[src/rtl/bp_pkg.sv]
package bp_pkg;

  localparam logic [1:0] CTR_SNT = 2'b00;
  localparam logic [1:0] CTR_WNT = 2'b01;
  localparam logic [1:0] CTR_WT  = 2'b10;
  localparam logic [1:0] CTR_ST  = 2'b11;

  function automatic logic [1:0] ctr_next(input logic [1:0] cur, input logic taken);
    logic [1:0] nxt;
    nxt = cur;
    if (taken && cur != CTR_ST)       nxt = cur + 2'd1;
    else if (!taken && cur != CTR_SNT) nxt = cur - 2'd1;
    return nxt;
  endfunction

endpackage

[src/rtl/bp_counter_table.sv]
module bp_counter_table
  import bp_pkg::*;
#(
  parameter int unsigned IDX_W = 4
) (
  input  logic             clk_i,
  input  logic             rst_ni,
  input  logic [IDX_W-1:0] rd_idx_i,
  output logic             rd_taken_o,
  input  logic             upd_en_i,
  input  logic [IDX_W-1:0] upd_idx_i,
  input  logic             upd_taken_i
);
  localparam int unsigned ENTRIES = 1 << IDX_W;

  logic [ENTRIES-1:0][1:0] ctr_q;

  for (genvar g = 0; g < ENTRIES; g++) begin : g_ctr
    logic [1:0] cell_q;
    always_ff @(posedge clk_i or negedge rst_ni) begin
      if (!rst_ni) begin
        cell_q <= CTR_WNT;
      end else if (upd_en_i && upd_idx_i == IDX_W'(g)) begin
        cell_q <= ctr_next(cell_q, upd_taken_i);
      end
    end
    assign ctr_q[g] = cell_q;
  end

  assign rd_taken_o = ctr_q[rd_idx_i][1];

  assert_sat_hi_R3: assert property (@(posedge clk_i) disable iff (!rst_ni)
    upd_en_i && upd_taken_i && ctr_q[upd_idx_i] == CTR_ST
    |=> ctr_q[$past(upd_idx_i)] == CTR_ST);

  assert_sat_lo_R3: assert property (@(posedge clk_i) disable iff (!rst_ni)
    upd_en_i && !upd_taken_i && ctr_q[upd_idx_i] == CTR_SNT
    |=> ctr_q[$past(upd_idx_i)] == CTR_SNT);

  assert_step_up_R3: assert property (@(posedge clk_i) disable iff (!rst_ni)
    upd_en_i && upd_taken_i && ctr_q[upd_idx_i] != CTR_ST
    |=> ctr_q[$past(upd_idx_i)] == $past(ctr_q[upd_idx_i]) + 2'd1);

  assert_step_dn_R3: assert property (@(posedge clk_i) disable iff (!rst_ni)
    upd_en_i && !upd_taken_i && ctr_q[upd_idx_i] != CTR_SNT
    |=> ctr_q[$past(upd_idx_i)] == $past(ctr_q[upd_idx_i]) - 2'd1);

endmodule

[src/rtl/bp_target_cache.sv]
module bp_target_cache #(
  parameter int unsigned IDX_W = 3,
  parameter int unsigned TAG_W = 27,
  parameter int unsigned TGT_W = 30
) (
  input  logic             clk_i,
  input  logic             rst_ni,
  input  logic [IDX_W-1:0] rd_idx_i,
  input  logic [TAG_W-1:0] rd_tag_i,
  output logic             hit_o,
  output logic [TGT_W-1:0] target_o,
  input  logic             wr_en_i,
  input  logic [IDX_W-1:0] wr_idx_i,
  input  logic [TAG_W-1:0] wr_tag_i,
  input  logic [TGT_W-1:0] wr_target_i
);
  localparam int unsigned ENTRIES = 1 << IDX_W;

  logic [ENTRIES-1:0]            valid_q;
  logic [ENTRIES-1:0][TAG_W-1:0] tag_q;
  logic [ENTRIES-1:0][TGT_W-1:0] tgt_q;

  for (genvar g = 0; g < ENTRIES; g++) begin : g_ent
    logic             v_q;
    logic [TAG_W-1:0] t_q;
    logic [TGT_W-1:0] d_q;
    logic             sel;
    assign sel = wr_en_i && wr_idx_i == IDX_W'(g);

    always_ff @(posedge clk_i or negedge rst_ni) begin
      if (!rst_ni)  v_q <= 1'b0;
      else if (sel) v_q <= 1'b1;
    end

    // payload needs no reset: gated by valid
    always_ff @(posedge clk_i) begin
      if (sel) begin
        t_q <= wr_tag_i;
        d_q <= wr_target_i;
      end
    end

    assign valid_q[g] = v_q;
    assign tag_q[g]   = t_q;
    assign tgt_q[g]   = d_q;
  end

  assign hit_o    = valid_q[rd_idx_i] && tag_q[rd_idx_i] == rd_tag_i;
  assign target_o = tgt_q[rd_idx_i];

  assert_fill_R6: assert property (@(posedge clk_i) disable iff (!rst_ni)
    wr_en_i |=> valid_q[$past(wr_idx_i)] && tag_q[$past(wr_idx_i)] == $past(wr_tag_i)
                && tgt_q[$past(wr_idx_i)] == $past(wr_target_i));

  assert_keep_R10: assert property (@(posedge clk_i) disable iff (!rst_ni)
    !wr_en_i |=> $stable(valid_q) && $stable(tag_q) && $stable(tgt_q));

endmodule

[src/rtl/bp_resolve.sv]
module bp_resolve #(
  parameter int unsigned PC_W = 32
) (
  input  logic            clk_i,
  input  logic            rst_ni,
  input  logic            res_valid_i,
  input  logic [PC_W-1:0] res_pc_i,
  input  logic            res_taken_i,
  input  logic [PC_W-1:0] res_target_i,
  input  logic [PC_W-1:0] res_pred_npc_i,
  output logic            flush_o,
  output logic [PC_W-1:0] redirect_pc_o
);
  logic [PC_W-1:0] actual_npc;

  assign actual_npc    = res_taken_i ? res_target_i : res_pc_i + PC_W'(4);
  assign flush_o       = res_valid_i && actual_npc != res_pred_npc_i;
  assign redirect_pc_o = actual_npc;

  assert_quiet_R7: assert property (@(posedge clk_i) disable iff (!rst_ni)
    !res_valid_i |-> !flush_o);

  assert_agree_R7: assert property (@(posedge clk_i) disable iff (!rst_ni)
    res_valid_i && !flush_o |-> redirect_pc_o == res_pred_npc_i);

endmodule

[src/rtl/branch_predictor.sv]
module branch_predictor #(
  parameter int unsigned PC_W      = 32,
  parameter int unsigned CTR_IDX_W = 4,
  parameter int unsigned BTB_IDX_W = 3
) (
  input  logic            clk_i,
  input  logic            rst_ni,
  input  logic [PC_W-1:0] fetch_pc_i,
  output logic            pred_hit_o,
  output logic            pred_taken_o,
  output logic [PC_W-1:0] pred_next_pc_o,
  input  logic            res_valid_i,
  input  logic [PC_W-1:0] res_pc_i,
  input  logic            res_taken_i,
  input  logic [PC_W-1:0] res_target_i,
  input  logic [PC_W-1:0] res_pred_npc_i,
  output logic            flush_o,
  output logic [PC_W-1:0] redirect_pc_o
);
  localparam int unsigned TAG_W = PC_W - BTB_IDX_W - 2;
  localparam int unsigned TGT_W = PC_W - 2;

  logic             dir_taken;
  logic             btb_hit;
  logic [TGT_W-1:0] btb_tgt;

  bp_counter_table #(.IDX_W(CTR_IDX_W)) u_ctr (
    .clk_i      (clk_i),
    .rst_ni     (rst_ni),
    .rd_idx_i   (fetch_pc_i[CTR_IDX_W+1:2]),
    .rd_taken_o (dir_taken),
    .upd_en_i   (res_valid_i),
    .upd_idx_i  (res_pc_i[CTR_IDX_W+1:2]),
    .upd_taken_i(res_taken_i)
  );

  bp_target_cache #(.IDX_W(BTB_IDX_W), .TAG_W(TAG_W), .TGT_W(TGT_W)) u_btb (
    .clk_i      (clk_i),
    .rst_ni     (rst_ni),
    .rd_idx_i   (fetch_pc_i[BTB_IDX_W+1:2]),
    .rd_tag_i   (fetch_pc_i[PC_W-1:BTB_IDX_W+2]),
    .hit_o      (btb_hit),
    .target_o   (btb_tgt),
    .wr_en_i    (res_valid_i && res_taken_i),
    .wr_idx_i   (res_pc_i[BTB_IDX_W+1:2]),
    .wr_tag_i   (res_pc_i[PC_W-1:BTB_IDX_W+2]),
    .wr_target_i(res_target_i[PC_W-1:2])
  );

  bp_resolve #(.PC_W(PC_W)) u_res (
    .clk_i         (clk_i),
    .rst_ni        (rst_ni),
    .res_valid_i   (res_valid_i),
    .res_pc_i      (res_pc_i),
    .res_taken_i   (res_taken_i),
    .res_target_i  (res_target_i),
    .res_pred_npc_i(res_pred_npc_i),
    .flush_o       (flush_o),
    .redirect_pc_o (redirect_pc_o)
  );

  assign pred_hit_o     = btb_hit;
  assign pred_taken_o   = btb_hit && dir_taken;
  assign pred_next_pc_o = pred_taken_o ? {btb_tgt, 2'b00} : fetch_pc_i + PC_W'(4);

  assert_taken_hit_R4: assert property (@(posedge clk_i) disable iff (!rst_ni)
    pred_taken_o |-> pred_hit_o);

  assert_fallthru_R5: assert property (@(posedge clk_i) disable iff (!rst_ni)
    !pred_taken_o |-> pred_next_pc_o == fetch_pc_i + PC_W'(4));

  assert_redirect_word_R4: assert property (@(posedge clk_i) disable iff (!rst_ni)
    pred_taken_o |-> pred_next_pc_o[1:0] == 2'b00);

endmodule

[config.mk]
export PLATFORM = sky130hd
export DESIGN_NAME = branch_predictor
export DESIGN_NICKNAME = d
export VERILOG_FILES = /design/src/rtl/bp_pkg.sv /design/src/rtl/bp_counter_table.sv /design/src/rtl/bp_target_cache.sv /design/src/rtl/bp_resolve.sv /design/src/rtl/branch_predictor.sv
export SDC_FILE = /design/constraint.sdc
export NUM_CORES = 1
export LEC_CHECK = 0
export BUFFER_PORTS_ARGS = -buffer_cell sky130_fd_sc_hd__buf_2
export CAP_MARGIN = 0
export CORE_MARGIN = 5
export CORE_UTILIZATION = 42
export CTS_BUF_LIST = sky130_fd_sc_hd__clkbuf_2
export DETAILED_ROUTE_END_ITERATION = 10
export PLACE_DENSITY = 0.73
export SETUP_SLACK_MARGIN = 0.1
export SLEW_MARGIN = 15
export SYNTH_ARGS = -nofsm -noshare
export SYNTH_HDL_FRONTEND = slang
export SYNTH_SLANG_ARGS = --single-unit
[constraint.sdc]
create_clock -name clk_i -period 2.4 [get_ports clk_i]
set_input_delay 0 -clock clk_i [delete_from_list [all_inputs] [get_ports clk_i]]
set_output_delay 0 -clock clk_i [all_outputs]
set_load 0.02 [all_outputs]
==> results by group <==
Logic synthesis
  – Largest cells by area after synthesis: edfxtp_1 (61%), mux4_2 (9.0%), mux2i_1 (5.4%)
  – Syn Std Cell Area: 22500 sq um
  – Post-synth EDFFs: 456
  – Cells after synthesis: 1459
  – Sequential area share after synthesis: 65.3%
  – Largest area contributor in the netlist: edfxtp_1
  – Post-synthesis async set-or-reset flop share: 8.06%
  – Cell variety after synth: 64
  – FF+latch count, synth: 496
  – Syn nets: 1598
  – Synth warn: 0
  – Top-area cell type share of the netlist area: 60.8%
  – Post-synth top flop: edfxtp_1
  – Syn Area/Cell: 15.4 sq um

Drt
  – Via count: 16500
  – DRT Wirelength: 74.6 mm
  – Wire length per cell: 25.7 um
  – Drt initial violations: 2077
  – Residual DRC count: 0
  – Via-per-instance ratio: 5.70
  – First-pass iteration count of the detailed router: 5
  – Final ANT Viol Nets: 0

Placement
  – Port buffer count: 198
  – Inst Count DP: 2528
  – Routability cong.: 0.922
  – Hpwl dp: 51.9 mm
  – Placed cell area: 26700 sq um
  – DP Worst Slack: -0.632 ns

Critical path
  – CP max stage cell: mux4_2
  – Top Family by Delay on Critical Path: multiplexers
  – Kind of critical path: register to output pin
  – Worst Setup End Kind: output pin
  – CP required: 2.40 ns
  – Buf+Inv Stages, Crit Path: 4
  – Crit start category: register
  – Crit path max fanout: 6
  – Critical path arrival: 3.95 ns
  – Crit path cell chain: mux4_2 -> mux2i_2 -> xor2_1 -> o2111ai_2 -> nor4_4 -> buf_4 -> nand4_4 -> clkinv_4 -> buf_12 -> mux2i_4 -> buf_2
  – Max stage delay on crit path: 0.47 ns

Pwr
  – Switch share: 27.0%
  – Combinational share of power: 14.1%
  – Pwr per Cell Area: 596 nW/um^2
  – Part of the power in registers: 54.6%
  – Post-route total power: 17.8 mW
  – Peak supply drop: 0.000351 V
  – Pint: 13.0 mW
  – P_sw: 4.81 mW
  – Leak: 11.1 nW
  – Clock power frac: 31.4%

Clock network
  – Clock Tree Buf Depth: 3
  – H-tree levels: 3
  – CTS Root Cell: clkbuf_2
  – Worst-path clk slew: 0.12 ns
  – TritonCTS Buffers: 116
  – CTS sink count: 496
  – CTS tree: done
  – Skew-Pair Late Insertion Delay: 1.17 ns

Floorplan
  – Die outline area: 58300 sq um
  – Core Box Area: 52900 sq um
  – Die width: 242 um
  – Die height: 242 um
  – Starting density of the core: 42.6%
  – Cell Rows: 84
  – Io pins: 199

STA
  – Unrepaired setup endpoints after global routing: true
  – Clock skew: 0.0169 ns
  – Slew Viols, Final: 0
  – Number of hold violations in the final report: 0
  – Fin crit share: 165%
  – Fmax: 253 MHz
  – Final Worst Setup Slack: -1.55 ns
  – Relative slew slack: 46.0%
  – Setup_tns: -53.26 ns
  – Crit path time final: 3.95 ns
  – Worst slew pin tran: 0.805 ns
  – Final Setup Violations: 46
  – WHS: 0.0958 ns

GRT
  – Number of global-route vias before repair: 16400
  – First-pass GRT wire length: 108 mm
  – Grt ovf: 0
  – Total track usage: 24.6%
  – Largest net degree at the start of global routing: 59
  – Initial antenna violation count: 8

Finish
  – Area grow syn2layout: 33.0%
  – Fillers: 4123
  – Final Core Density: 56.6%
  – Fin cells: 2900
  – Nets: 2253
  – Commonest non-fill, non-tap cell in the layout: edfxtp_1
  – Layout cells sized above 1: 39.5%
  – Most frequent cells in the layout: edfxtp_1 (456), buf_4 (232), clkbuf_2 (174)
  – Design area: 29900 sq um

Flow run
  – Maximum Capacitance Violations: 0

Run status
  – Status: finished, violations left
  – Failing checks: negative setup slack

Min path
  – Tightest Hold Check Type: input port to register
-- layer usage --
layer  wire (um)  up-vias  track usage, %
li1            -     7139               -
met1       29100     8123            34.7
met2       34000     1125            37.5
met3        9420      126            6.92
met4        2020        6            7.92
met5          51        -               0
-- Yosys cell counts (all sizes together) (2+ instances only) --
library cell and instances:
o21ai 78, a221oi 5, a2111oi 4, mux2i 122
or2 9, or3 13, nor4 9, nor3b 7
clkbuf 30, o211ai 3, nand3b 8, a41oi 4
buf 35, nor2 67, ha 7, dfrtp 24
a2111o 2, nor3 10, a22o 11, a31oi 7
o31ai 5, edfxtp 456, mux4 90, a21oi 42
or4 4, a211oi 2, and2 7, nand4 19
o21a 2, nand3 40, nor2b 5, mux2 20
nand2 96, and3 14, a22oi 12, nor4b 2
nand2b 8, xnor2 52, o22ai 9, xor2 52
clkinv 3, dfstp 16, inv 26, and4 12
-- power groups by stage --
stage               Combinational [mW]  Clock, mW  Sequential (mW)
floorplan                         1.06          0             9.90
global placement                  2.12          0             9.91
detailed placement                2.15          0             9.92
CTS                               2.40       5.72             9.73
global route                      2.63       6.19             9.75
finish                            2.51       5.60             9.73
-- cell type report --
| cell class | count | area, sq um | area share [%] |
|---|---|---|---|
| Sequential cell | 496 | 14700 | 49.1 |
| Multi-Input combinational cell | 869 | 8140 | 27.2 |
| Timing Repair Buffer | 601 | 4980 | 16.6 |
| Clock buffer | 173 | 866 | 2.89 |
| Tap cell | 688 | 861 | 2.87 |
| Clock inverter | 36 | 238 | 0.794 |
| Inverter | 29 | 125 | 0.418 |
| Antenna cell | 7 | 17.5 | 0.0585 |
| Timing Repair inverter | 1 | 8.76 | 0.0292 |
-- repair_timing --
item                                    4_1_cts  5_1_grt
buffers inserted                              4        7
resized for setup                            60       94
endpoints found under the setup margin       39       53
hold endpoints to repair                    975      182
gates cloned                                  1        0
hold buffers                                138       10
pin swaps                                    19       12
-- path summary, 6_finish.rpt --
check | startpoint | endpoint | slack, ns | cells past startpoint
worst max-delay path | u_btb.g_ent[4].t_q[5] | pred_next_pc_o[22] | -1.55 | 11
worst min-delay path | res_pc_i[3] | u_btb.g_ent[3].d_q[25] | 0.1 | 6
worst max register to register | u_ctr.g_ctr[11].cell_q[0] | u_ctr.g_ctr[11].cell_q[1] | 0.37 | 6
worst min register to register | u_btb.g_ent[7].v_q | u_btb.g_ent[7].v_q | 0.47 | 1
max in group asynchronous | rst_ni | u_ctr.g_ctr[7].cell_q[0] | 1.63 | 5
min in group asynchronous | rst_ni | u_ctr.g_ctr[11].cell_q[1] | 0.43 | 5
-- logic make-up after synthesis --
group,share of synthesized area (%)
and+or+nand+nor,7.57
adders and majority gates,0.389
AOI/OAI and AO/OA,5.37
buffers and inverters,1.84
DFF,65.3
muxes,15.4
xor gates and xnor gates,4.05
-- state kept, by name (all words and copies together) (netlist names) --
| signal | count |
|---|---|
| u_btb.g_ent.d_q | 240 |
| u_btb.g_ent.t_q | 216 |
| u_ctr.g_ctr.cell_q | 32 |
| u_btb.g_ent.v_q | 8 |
-- worst reg2reg max path: stages, from the launching register on --
cell,delay [ns]
dfstp_2,0.58
inv_1,0.05
nor2_1,0.10
o21ai_0,0.08
dlygate4sd3_1,0.57
nand2_1,0.07
dlygate4sd3_1,0.54
(Power assumes the default switching activity.)
